**src/rtl/div_pkg.sv**
```systemverilog
`timescale 1ns/10ps
package div_pkg;

    localparam int WORD_W = 32;
    localparam int DATA_W = 64;
    localparam int ADDR_W = 6;

    typedef enum logic [1:0] {
        SZ_BYTE = 2'd0,
        SZ_HALF = 2'd1,
        SZ_WORD = 2'd2,
        SZ_RSVD = 2'd3
    } acc_size_e;

    typedef enum logic [1:0] {
        MD_S32_S32 = 2'd0,
        MD_S64_S32 = 2'd1,
        MD_S64_S64 = 2'd2,
        MD_S64_S32X = 2'd3
    } div_mode_e;

    localparam logic [ADDR_W-1:0] OFS_CTRL   = 6'h00;
    localparam logic [ADDR_W-1:0] OFS_NUM_LO = 6'h10;
    localparam logic [ADDR_W-1:0] OFS_NUM_HI = 6'h14;
    localparam logic [ADDR_W-1:0] OFS_DEN_LO = 6'h18;
    localparam logic [ADDR_W-1:0] OFS_DEN_HI = 6'h1C;
    localparam logic [ADDR_W-1:0] OFS_QUO_LO = 6'h20;
    localparam logic [ADDR_W-1:0] OFS_QUO_HI = 6'h24;
    localparam logic [ADDR_W-1:0] OFS_REM_LO = 6'h28;
    localparam logic [ADDR_W-1:0] OFS_REM_HI = 6'h2C;

    typedef struct packed {
        logic [DATA_W-1:0] num;
        logic [DATA_W-1:0] den;
    } operands_t;

    typedef struct packed {
        logic neg_num;
        logic neg_den;
        logic den_zero;
    } sign_info_t;

    function automatic logic [DATA_W-1:0] sext_word(input logic [WORD_W-1:0] v);
        return {{(DATA_W-WORD_W){v[WORD_W-1]}}, v};
    endfunction

    function automatic logic [DATA_W-1:0] magnitude(input logic [DATA_W-1:0] v);
        return v[DATA_W-1] ? (~v + 1'b1) : v;
    endfunction

    function automatic operands_t pick_operands(input div_mode_e m,
                                                input logic [WORD_W-1:0] nlo,
                                                input logic [WORD_W-1:0] nhi,
                                                input logic [WORD_W-1:0] dlo,
                                                input logic [WORD_W-1:0] dhi);
        operands_t o;
        case (m)
            MD_S32_S32: begin
                o.num = sext_word(nlo);
                o.den = sext_word(dlo);
            end
            MD_S64_S64: begin
                o.num = {nhi, nlo};
                o.den = {dhi, dlo};
            end
            default: begin
                o.num = {nhi, nlo};
                o.den = sext_word(dlo);
            end
        endcase
        return o;
    endfunction

endpackage

```
**src/rtl/div_regs.sv**
```systemverilog
`timescale 1ns/10ps
module div_regs
    import div_pkg::*;
(
    input  logic                clk,
    input  logic                rst,
    input  logic                bus_wr,
    input  logic [ADDR_W-1:0]   bus_addr,
    input  acc_size_e           bus_size,
    input  logic [WORD_W-1:0]   bus_wdata,
    output logic [WORD_W-1:0]   bus_rdata,
    input  logic                busy,
    input  logic                dz,
    input  logic [DATA_W-1:0]   quo,
    input  logic [DATA_W-1:0]   rem,
    output logic                start,
    output div_mode_e           start_mode,
    output div_mode_e           mode,
    output logic [WORD_W-1:0]   num_lo,
    output logic [WORD_W-1:0]   num_hi,
    output logic [WORD_W-1:0]   den_lo,
    output logic [WORD_W-1:0]   den_hi
);

    logic ctrl_ok;

    // control word only answers halfword accesses
    assign ctrl_ok    = (bus_addr == OFS_CTRL) && (bus_size == SZ_HALF);
    assign start      = bus_wr && ctrl_ok;
    assign start_mode = div_mode_e'(bus_wdata[1:0]);

    always_ff @(posedge clk) begin
        if (rst) begin
            mode   <= MD_S32_S32;
            num_lo <= '0;
            num_hi <= '0;
            den_lo <= '0;
            den_hi <= '0;
        end else if (bus_wr) begin
            case (bus_addr)
                OFS_CTRL:   if (ctrl_ok) mode <= start_mode;
                OFS_NUM_LO: num_lo <= bus_wdata;
                OFS_NUM_HI: num_hi <= bus_wdata;
                OFS_DEN_LO: den_lo <= bus_wdata;
                OFS_DEN_HI: den_hi <= bus_wdata;
                default: ;
            endcase
        end
    end

    always_comb begin
        case (bus_addr)
            OFS_CTRL:   bus_rdata = ctrl_ok ? {16'h0, busy, dz, 12'h0, mode} : '0;
            OFS_NUM_LO: bus_rdata = num_lo;
            OFS_NUM_HI: bus_rdata = num_hi;
            OFS_DEN_LO: bus_rdata = den_lo;
            OFS_DEN_HI: bus_rdata = den_hi;
            OFS_QUO_LO: bus_rdata = quo[WORD_W-1:0];
            OFS_QUO_HI: bus_rdata = quo[DATA_W-1:WORD_W];
            OFS_REM_LO: bus_rdata = rem[WORD_W-1:0];
            OFS_REM_HI: bus_rdata = rem[DATA_W-1:WORD_W];
            default:    bus_rdata = '0;
        endcase
    end

endmodule

```
**src/rtl/div_fixup.sv**
```systemverilog
`timescale 1ns/10ps
module div_fixup
    import div_pkg::*;
(
    input  sign_info_t          sinfo,
    input  logic [DATA_W-1:0]   num_orig,
    input  logic [DATA_W-1:0]   q_mag,
    input  logic [DATA_W-1:0]   r_mag,
    output logic [DATA_W-1:0]   quo,
    output logic [DATA_W-1:0]   rem
);

    always_comb begin
        if (sinfo.den_zero) begin
            quo = sinfo.neg_num ? {{(DATA_W-1){1'b0}}, 1'b1} : {DATA_W{1'b1}};
            rem = num_orig;
        end else begin
            quo = (sinfo.neg_num ^ sinfo.neg_den) ? (~q_mag + 1'b1) : q_mag;
            rem = sinfo.neg_num ? (~r_mag + 1'b1) : r_mag;
        end
    end

endmodule

```
**src/rtl/div_core.sv**
```systemverilog
`timescale 1ns/10ps
module div_core
    import div_pkg::*;
#(
    parameter int BPC = 1
) (
    input  logic                clk,
    input  logic                rst,
    input  logic                start,
    input  div_mode_e           start_mode,
    input  logic [WORD_W-1:0]   num_lo,
    input  logic [WORD_W-1:0]   num_hi,
    input  logic [WORD_W-1:0]   den_lo,
    input  logic [WORD_W-1:0]   den_hi,
    output logic                busy,
    output logic                dz,
    output logic [DATA_W-1:0]   quo,
    output logic [DATA_W-1:0]   rem
);

    localparam int ITER = DATA_W / BPC;
    localparam int CW   = $clog2(ITER + 1);

    operands_t               ops;
    sign_info_t              sinfo_q;
    logic [DATA_W-1:0]       acc_q, q_q, d_q, num_q;
    logic [CW-1:0]           cnt_q;
    logic [BPC:0][DATA_W-1:0] acc_s;
    logic [BPC:0][DATA_W-1:0] q_s;
    logic [DATA_W-1:0]       fix_quo, fix_rem;

    assign ops      = pick_operands(start_mode, num_lo, num_hi, den_lo, den_hi);
    assign acc_s[0] = acc_q;
    assign q_s[0]   = q_q;

    // one restoring shift-subtract stage per quotient bit retired this cycle
    for (genvar k = 0; k < BPC; k++) begin : g_stage
        logic [DATA_W:0] shifted;
        logic [DATA_W:0] trial;
        assign shifted    = {acc_s[k], q_s[k][DATA_W-1]};
        assign trial      = shifted - {1'b0, d_q};
        assign acc_s[k+1] = trial[DATA_W] ? shifted[DATA_W-1:0] : trial[DATA_W-1:0];
        assign q_s[k+1]   = {q_s[k][DATA_W-2:0], ~trial[DATA_W]};
    end

    div_fixup u_fix (
        .sinfo    (sinfo_q),
        .num_orig (num_q),
        .q_mag    (q_s[BPC]),
        .r_mag    (acc_s[BPC]),
        .quo      (fix_quo),
        .rem      (fix_rem)
    );

    always_ff @(posedge clk) begin
        if (rst) begin
            busy    <= 1'b0;
            dz      <= 1'b0;
            quo     <= '0;
            rem     <= '0;
            acc_q   <= '0;
            q_q     <= '0;
            d_q     <= '0;
            num_q   <= '0;
            sinfo_q <= '0;
            cnt_q   <= '0;
        end else if (start) begin
            busy             <= 1'b1;
            dz               <= 1'b0;
            quo              <= '0;
            rem              <= '0;
            acc_q            <= '0;
            q_q              <= magnitude(ops.num);
            d_q              <= magnitude(ops.den);
            num_q            <= ops.num;
            sinfo_q.neg_num  <= ops.num[DATA_W-1];
            sinfo_q.neg_den  <= ops.den[DATA_W-1];
            sinfo_q.den_zero <= (ops.den == '0);
            cnt_q            <= CW'(ITER);
        end else if (busy) begin
            acc_q <= acc_s[BPC];
            q_q   <= q_s[BPC];
            cnt_q <= cnt_q - 1'b1;
            if (cnt_q == CW'(1)) begin
                busy <= 1'b0;
                quo  <= fix_quo;
                rem  <= fix_rem;
                dz   <= sinfo_q.den_zero;
            end
        end
    end

endmodule

```
**src/rtl/mmio_divider.sv**
```systemverilog
`timescale 1ns/10ps
module mmio_divider #(
    parameter int BPC = 1
) (
    input  logic        clk,
    input  logic        rst,
    input  logic        bus_wr,
    input  logic [5:0]  bus_addr,
    input  logic [1:0]  bus_size,
    input  logic [31:0] bus_wdata,
    output logic [31:0] bus_rdata
);
    import div_pkg::*;

    logic              ctrl_start;
    div_mode_e         start_mode;
    div_mode_e         cur_mode;
    logic [WORD_W-1:0] num_lo, num_hi, den_lo, den_hi;
    logic              core_busy, core_dz;
    logic [DATA_W-1:0] core_quo, core_rem;

    div_regs u_regs (
        .clk        (clk),
        .rst        (rst),
        .bus_wr     (bus_wr),
        .bus_addr   (bus_addr),
        .bus_size   (acc_size_e'(bus_size)),
        .bus_wdata  (bus_wdata),
        .bus_rdata  (bus_rdata),
        .busy       (core_busy),
        .dz         (core_dz),
        .quo        (core_quo),
        .rem        (core_rem),
        .start      (ctrl_start),
        .start_mode (start_mode),
        .mode       (cur_mode),
        .num_lo     (num_lo),
        .num_hi     (num_hi),
        .den_lo     (den_lo),
        .den_hi     (den_hi)
    );

    div_core #(.BPC(BPC)) u_core (
        .clk        (clk),
        .rst        (rst),
        .start      (ctrl_start),
        .start_mode (start_mode),
        .num_lo     (num_lo),
        .num_hi     (num_hi),
        .den_lo     (den_lo),
        .den_hi     (den_hi),
        .busy       (core_busy),
        .dz         (core_dz),
        .quo        (core_quo),
        .rem        (core_rem)
    );

endmodule

```
**config.mk**
```make
export PLATFORM = sky130hd
export DESIGN_NAME = mmio_divider
export DESIGN_NICKNAME = d
export VERILOG_FILES = /design/src/rtl/div_pkg.sv /design/src/rtl/div_regs.sv /design/src/rtl/div_fixup.sv /design/src/rtl/div_core.sv /design/src/rtl/mmio_divider.sv
export SDC_FILE = /design/constraint.sdc
export NUM_CORES = 2
export LEC_CHECK = 0
export BUFFER_PORTS_ARGS = -buffer_cell sky130_fd_sc_hd__buf_2
export CAP_MARGIN = 20
export CORE_ASPECT_RATIO = 0.7
export CORE_MARGIN = 5
export CORE_UTILIZATION = 39
export DETAILED_ROUTE_END_ITERATION = 10
export PLACE_DENSITY_LB_ADDON = 0.25
export SETUP_SLACK_MARGIN = 0.15
export SYNTH_ARGS = -nofsm -noshare
export SYNTH_HDL_FRONTEND = slang
export SYNTH_SLANG_ARGS = --single-unit
```
**constraint.sdc**
```tcl
create_clock -name clk -period 7.5 [get_ports clk]
set_clock_uncertainty 0.05 [all_clocks]
set_input_delay 0.75 -clock clk [delete_from_list [all_inputs] [get_ports clk]]
set_output_delay 0.75 -clock clk [all_outputs]
set_load 0.05 [all_outputs]
```
==> impl_summary.log <==
[metrics] outcome: finished clean
[metrics] Net Count, Synth: between 4,000 and 5,000
[metrics] pins over their slew limit: 0
[metrics] Tightest Pin Transition: 1.265 ns
[metrics] average size of a mapped cell: 7.338 um2
[metrics] number of ports placed on the die boundary: 75
[metrics] count of input and output buffers: 74
[metrics] post-synthesis instance total: 4,613
[metrics] Floorplan Core Area: approximately 0.086 mm2
[metrics] Multi-input gate area: 0.02161 mm2
[metrics] initial antenna violation count: 8
[metrics] areal power density over the cells: 188.5 mW/mm2
[metrics] Routed Wire Length: 158.9 mm
[metrics] residual overflow from global routing: 0
[metrics] HPWL after detailed placement: 118.0 mm
[metrics] hold crit path type: primary input to flip-flop
[metrics] total number of vias: 36,844
[metrics] post-DR wirelength/cell: 28.08 um
[metrics] Post CTS Setup Buffer Count: 0
[metrics] TNS Setup: 0 ns
[metrics] Critical Path RT: 8.04 ns
[metrics] leakage power total: approximately 14 nW
[metrics] final-stage net count: 4,575
[metrics] number of library cell types mapped by synthesis: 89
[metrics] clock insertion delay at the later pin of the skew report: between 0.6 and 0.7 ns
[metrics] largest net degree at the start of global routing: 122
[metrics] via count of the first global-routing pass: around 32,000
[metrics] final number of hold-violating endpoints: 0
[metrics] global-route wire length before repair: 226.0 mm
[metrics] post-layout power: roughly 7 mW
[metrics] Die X-Extent: 362.1 um
[metrics] worst hold margin: a little over 0.3 ns
[metrics] sequential standard cell area: ~0.011 mm2
[metrics] logic gate share of total power: 17.0%
[metrics] H-tree lvl count: 2
[metrics] post-detailed-route via-to-cell ratio: about 6.5
[metrics] max-capacitance violation count: 0
[metrics] Syn Std Cell Area: 0.03385 mm2
[metrics] net switching power of the design: 2.157 mW
[metrics] placed standard-cell area: 0.03500 mm2
[metrics] effective utilization at floorplan: 39.30%
[metrics] leading cell types in the layout, fill and taps excluded: sky130_fd_sc_hd__nand2_1, sky130_fd_sc_hd__dfxtp_1, sky130_fd_sc_hd__nor2_1
[metrics] period utilization: between 90% and 100%
[metrics] layout overhead on the synthesized area: 9.218%
[metrics] part of the total power dissipated in sequential elements: between 40% and 50%
[metrics] most common cell after layout, fill and taps aside: sky130_fd_sc_hd__nand2_1
[metrics] longest individual stage delay on the worst path: approximately 0.65 ns
[metrics] proportion of synthesized chip area in sequential cells: 31.05%
[metrics] ratio of cells with drive above 1 in the final layout: a little under 7%
[metrics] post-synthesis sequential element count: around 530
[metrics] number of enable flip-flop cells after synthesis: 0
[metrics] crit path max fanout: 10
[metrics] CTS tree: yes
[metrics] area of all placed cells without fillers: between 0.03 and 0.04 mm2
[metrics] residual antenna-violating net count after detailed routing: 0
[metrics] Warnings, synthesis: 0
[metrics] DRC violations left: 0
[metrics] relative max-transition margin: roughly 15%
[metrics] buffer levels on the longest clock path: 3
[metrics] clock root buffer master: sky130_fd_sc_hd__clkbuf_16
[metrics] category of the worst setup path capture point: flip-flop
[metrics] Num Clock Sinks: 525
[metrics] total global-route track usage: 32.29%
[metrics] CTS resizes: 0
[metrics] slowest cell on the critical path: sky130_fd_sc_hd__o21ai_1
[metrics] time the final worst path needs with I/O delays and setup: 6.932 ns
[metrics] Worst IR Drop VDD: just under 0.2 mV
[metrics] switching part of the total power: a little under a third
[metrics] sequence of cells on the critical path: ha_1 -> nor2b_1 -> o31a_1 -> o21ai_1 -> a2111oi_4 -> nor3_2 -> o21ba_2 -> nor2_4 -> nand2_1 -> o21ai_0 -> ha_1 -> nand2_1 -> a2111oi_1 -> and4_1 -> nand4_1 -> o31a_1 -> nor2_1 -> nand4_1 -> or4_1 -> or3_1 -> nand3_1
[metrics] internal power: around 4.8 mW
[metrics] number of standard-cell rows in the floorplan: 90
[metrics] number of buffers created by CTS: 53
[metrics] DR iter-0 viols: ~6,500
[metrics] fraction of registers with async set/reset: 0%
[metrics] Final Setup Violations: 0
[metrics] arrival time reported for the critical path endpoint: 7.47 ns
[metrics] fmax: 144.2 MHz
[metrics] number of buffers inserted for hold repair after clock tree synthesis: 0
[metrics] Clk pin slew, worst setup/hold paths: 0.07 ns
[metrics] element type at the critical path start: flip-flop
[metrics] die area: 0.09289 mm2
[metrics] Worst Setup Path Type: flip-flop to flip-flop
[metrics] setup repair after global routing missed its margin: no
[metrics] vertical die dimension: 256.5 um
[metrics] flip-flop cell with the highest count after synthesis: sky130_fd_sc_hd__dfxtp_1
[metrics] TritonRoute pass-1 iters: 8
[metrics] Final GP Congestion: 1.045
[metrics] Clock power frac: 42.8%
[metrics] Layout fillers: 8,907
[registers in the layout, indices dropped and copies added (netlist names)]
| signal | count |
|---|---|
| u_core.sinfo_q | 2 |
| u_regs.num_hi | 32 |
| u_core.q_q | 64 |
| u_core.quo | 64 |
| u_regs.den_hi | 32 |
| u_core.d_q | 64 |
| u_regs.mode | 2 |
| u_core.cnt_q | 7 |
| u_core.acc_q | 64 |
| u_core.rem | 64 |
| u_core.busy | 1 |
| u_core.dz | 1 |
| u_regs.den_lo | 32 |
| u_core.num_q | 64 |
| u_regs.num_lo | 32 |
[through the flow]
step,instances,setup WS (ns),util [%]
finish,5658,0.5676,42.92
detailed placement,5551,0.8174,40.63
CTS,5650,0.7365,42.83
floorplan,4613,1.318,-
global route,5655,0.2147,42.91
global placement,5550,0.9900,40.63
[per-layer routing]
layer,GRT usage [%],share of wire (%)
met1,48.89,43
met2,39.72,36
met3,15.32,18
met4,8.100,2.8
met5,0,0.032
[power by group through the flow]
stage          clock, mW  combinational, mW  sequential, mW
6_report            2.98               1.18            2.80
5_1_grt             3.10               1.23            2.80
4_1_cts             2.99               1.12            2.80
3_5_place_dp           0               1.12            2.87
3_3_place_gp           0               1.12            2.87
2_1_floorplan          0              0.715            2.86
[worst max-delay path, delay by kind of cell, from the launching register on]
kind	cells	cell delay, ns
AND/OR/NAND/NOR	12	3.20
adder cells (fa/ha/maj)	2	0.62
AO/OA/AOI/OAI	7	2.52
flip-flops	1	0.43
[final timing paths]
check | start | to | slack (ns) | depth (start not counted)
max | u_core.acc_q[1] | u_core.rem[60] | 0.57 | 21
min | bus_wdata[17] | u_regs.num_lo[17] | 0.30 | 3
max reg2reg | u_core.acc_q[1] | u_core.rem[60] | 0.57 | 21
min reg2reg | u_core.quo[63] | u_core.quo[63] | 0.39 | 2
[layout make-up]
cell class                      count  share of cell area (%)
Antenna cell                        3                 0.02030
Timing Repair Buffer              166                   3.052
Tap cell                         1150                   3.892
Sequential cell                   525                   28.45
Clock inverter                     22                  0.8460
Multi-Input combinational cell   3615                   58.46
Clock buffer                       77                   4.264
Inverter                          100                   1.015
[cells by family after synthesis]
logic type      count (synthesis)  share of synthesized area [%]
compound gates               1433                          27.86
xor+xnor                      246                          6.365
fa+ha+maj                      71                          2.646
buf+inv                       473                          5.348
flops                         525                          31.05
mux                           117                          3.478
simple gates                 1748                          23.26
[Yosys cell counts (32+ instances only)]
master                     count  area, um2
sky130_fd_sc_hd__a221oi_1     37      324.1
sky130_fd_sc_hd__nand2b_1     32      200.2
sky130_fd_sc_hd__ha_1         70      875.8
sky130_fd_sc_hd__dfxtp_1     525      10510
sky130_fd_sc_hd__mux2i_1     112       1121
sky130_fd_sc_hd__nor2_1      471       1768
sky130_fd_sc_hd__o31ai_1      54      405.4
sky130_fd_sc_hd__o211ai_1     72      540.5
sky130_fd_sc_hd__nand4_1      61      381.6
sky130_fd_sc_hd__a22oi_1      86      645.6
sky130_fd_sc_hd__or3_1        53      331.6
sky130_fd_sc_hd__nand3_1      89      445.4
sky130_fd_sc_hd__a211oi_1    163       1224
sky130_fd_sc_hd__nor4_1       47      294.0
sky130_fd_sc_hd__o21ai_0     228       1141
sky130_fd_sc_hd__inv_1        97      364.1
sky130_fd_sc_hd__o22ai_1      38      237.7
sky130_fd_sc_hd__a21oi_1     446       2232
sky130_fd_sc_hd__xor2_1      116       1016
sky130_fd_sc_hd__xnor2_1     130       1139
sky130_fd_sc_hd__clkbuf_1    318       1194
sky130_fd_sc_hd__nor3_1      136      680.7
sky130_fd_sc_hd__a22o_1       38      332.8
sky130_fd_sc_hd__nand2_1     699       2624
(Power assumes the default switching activity.)
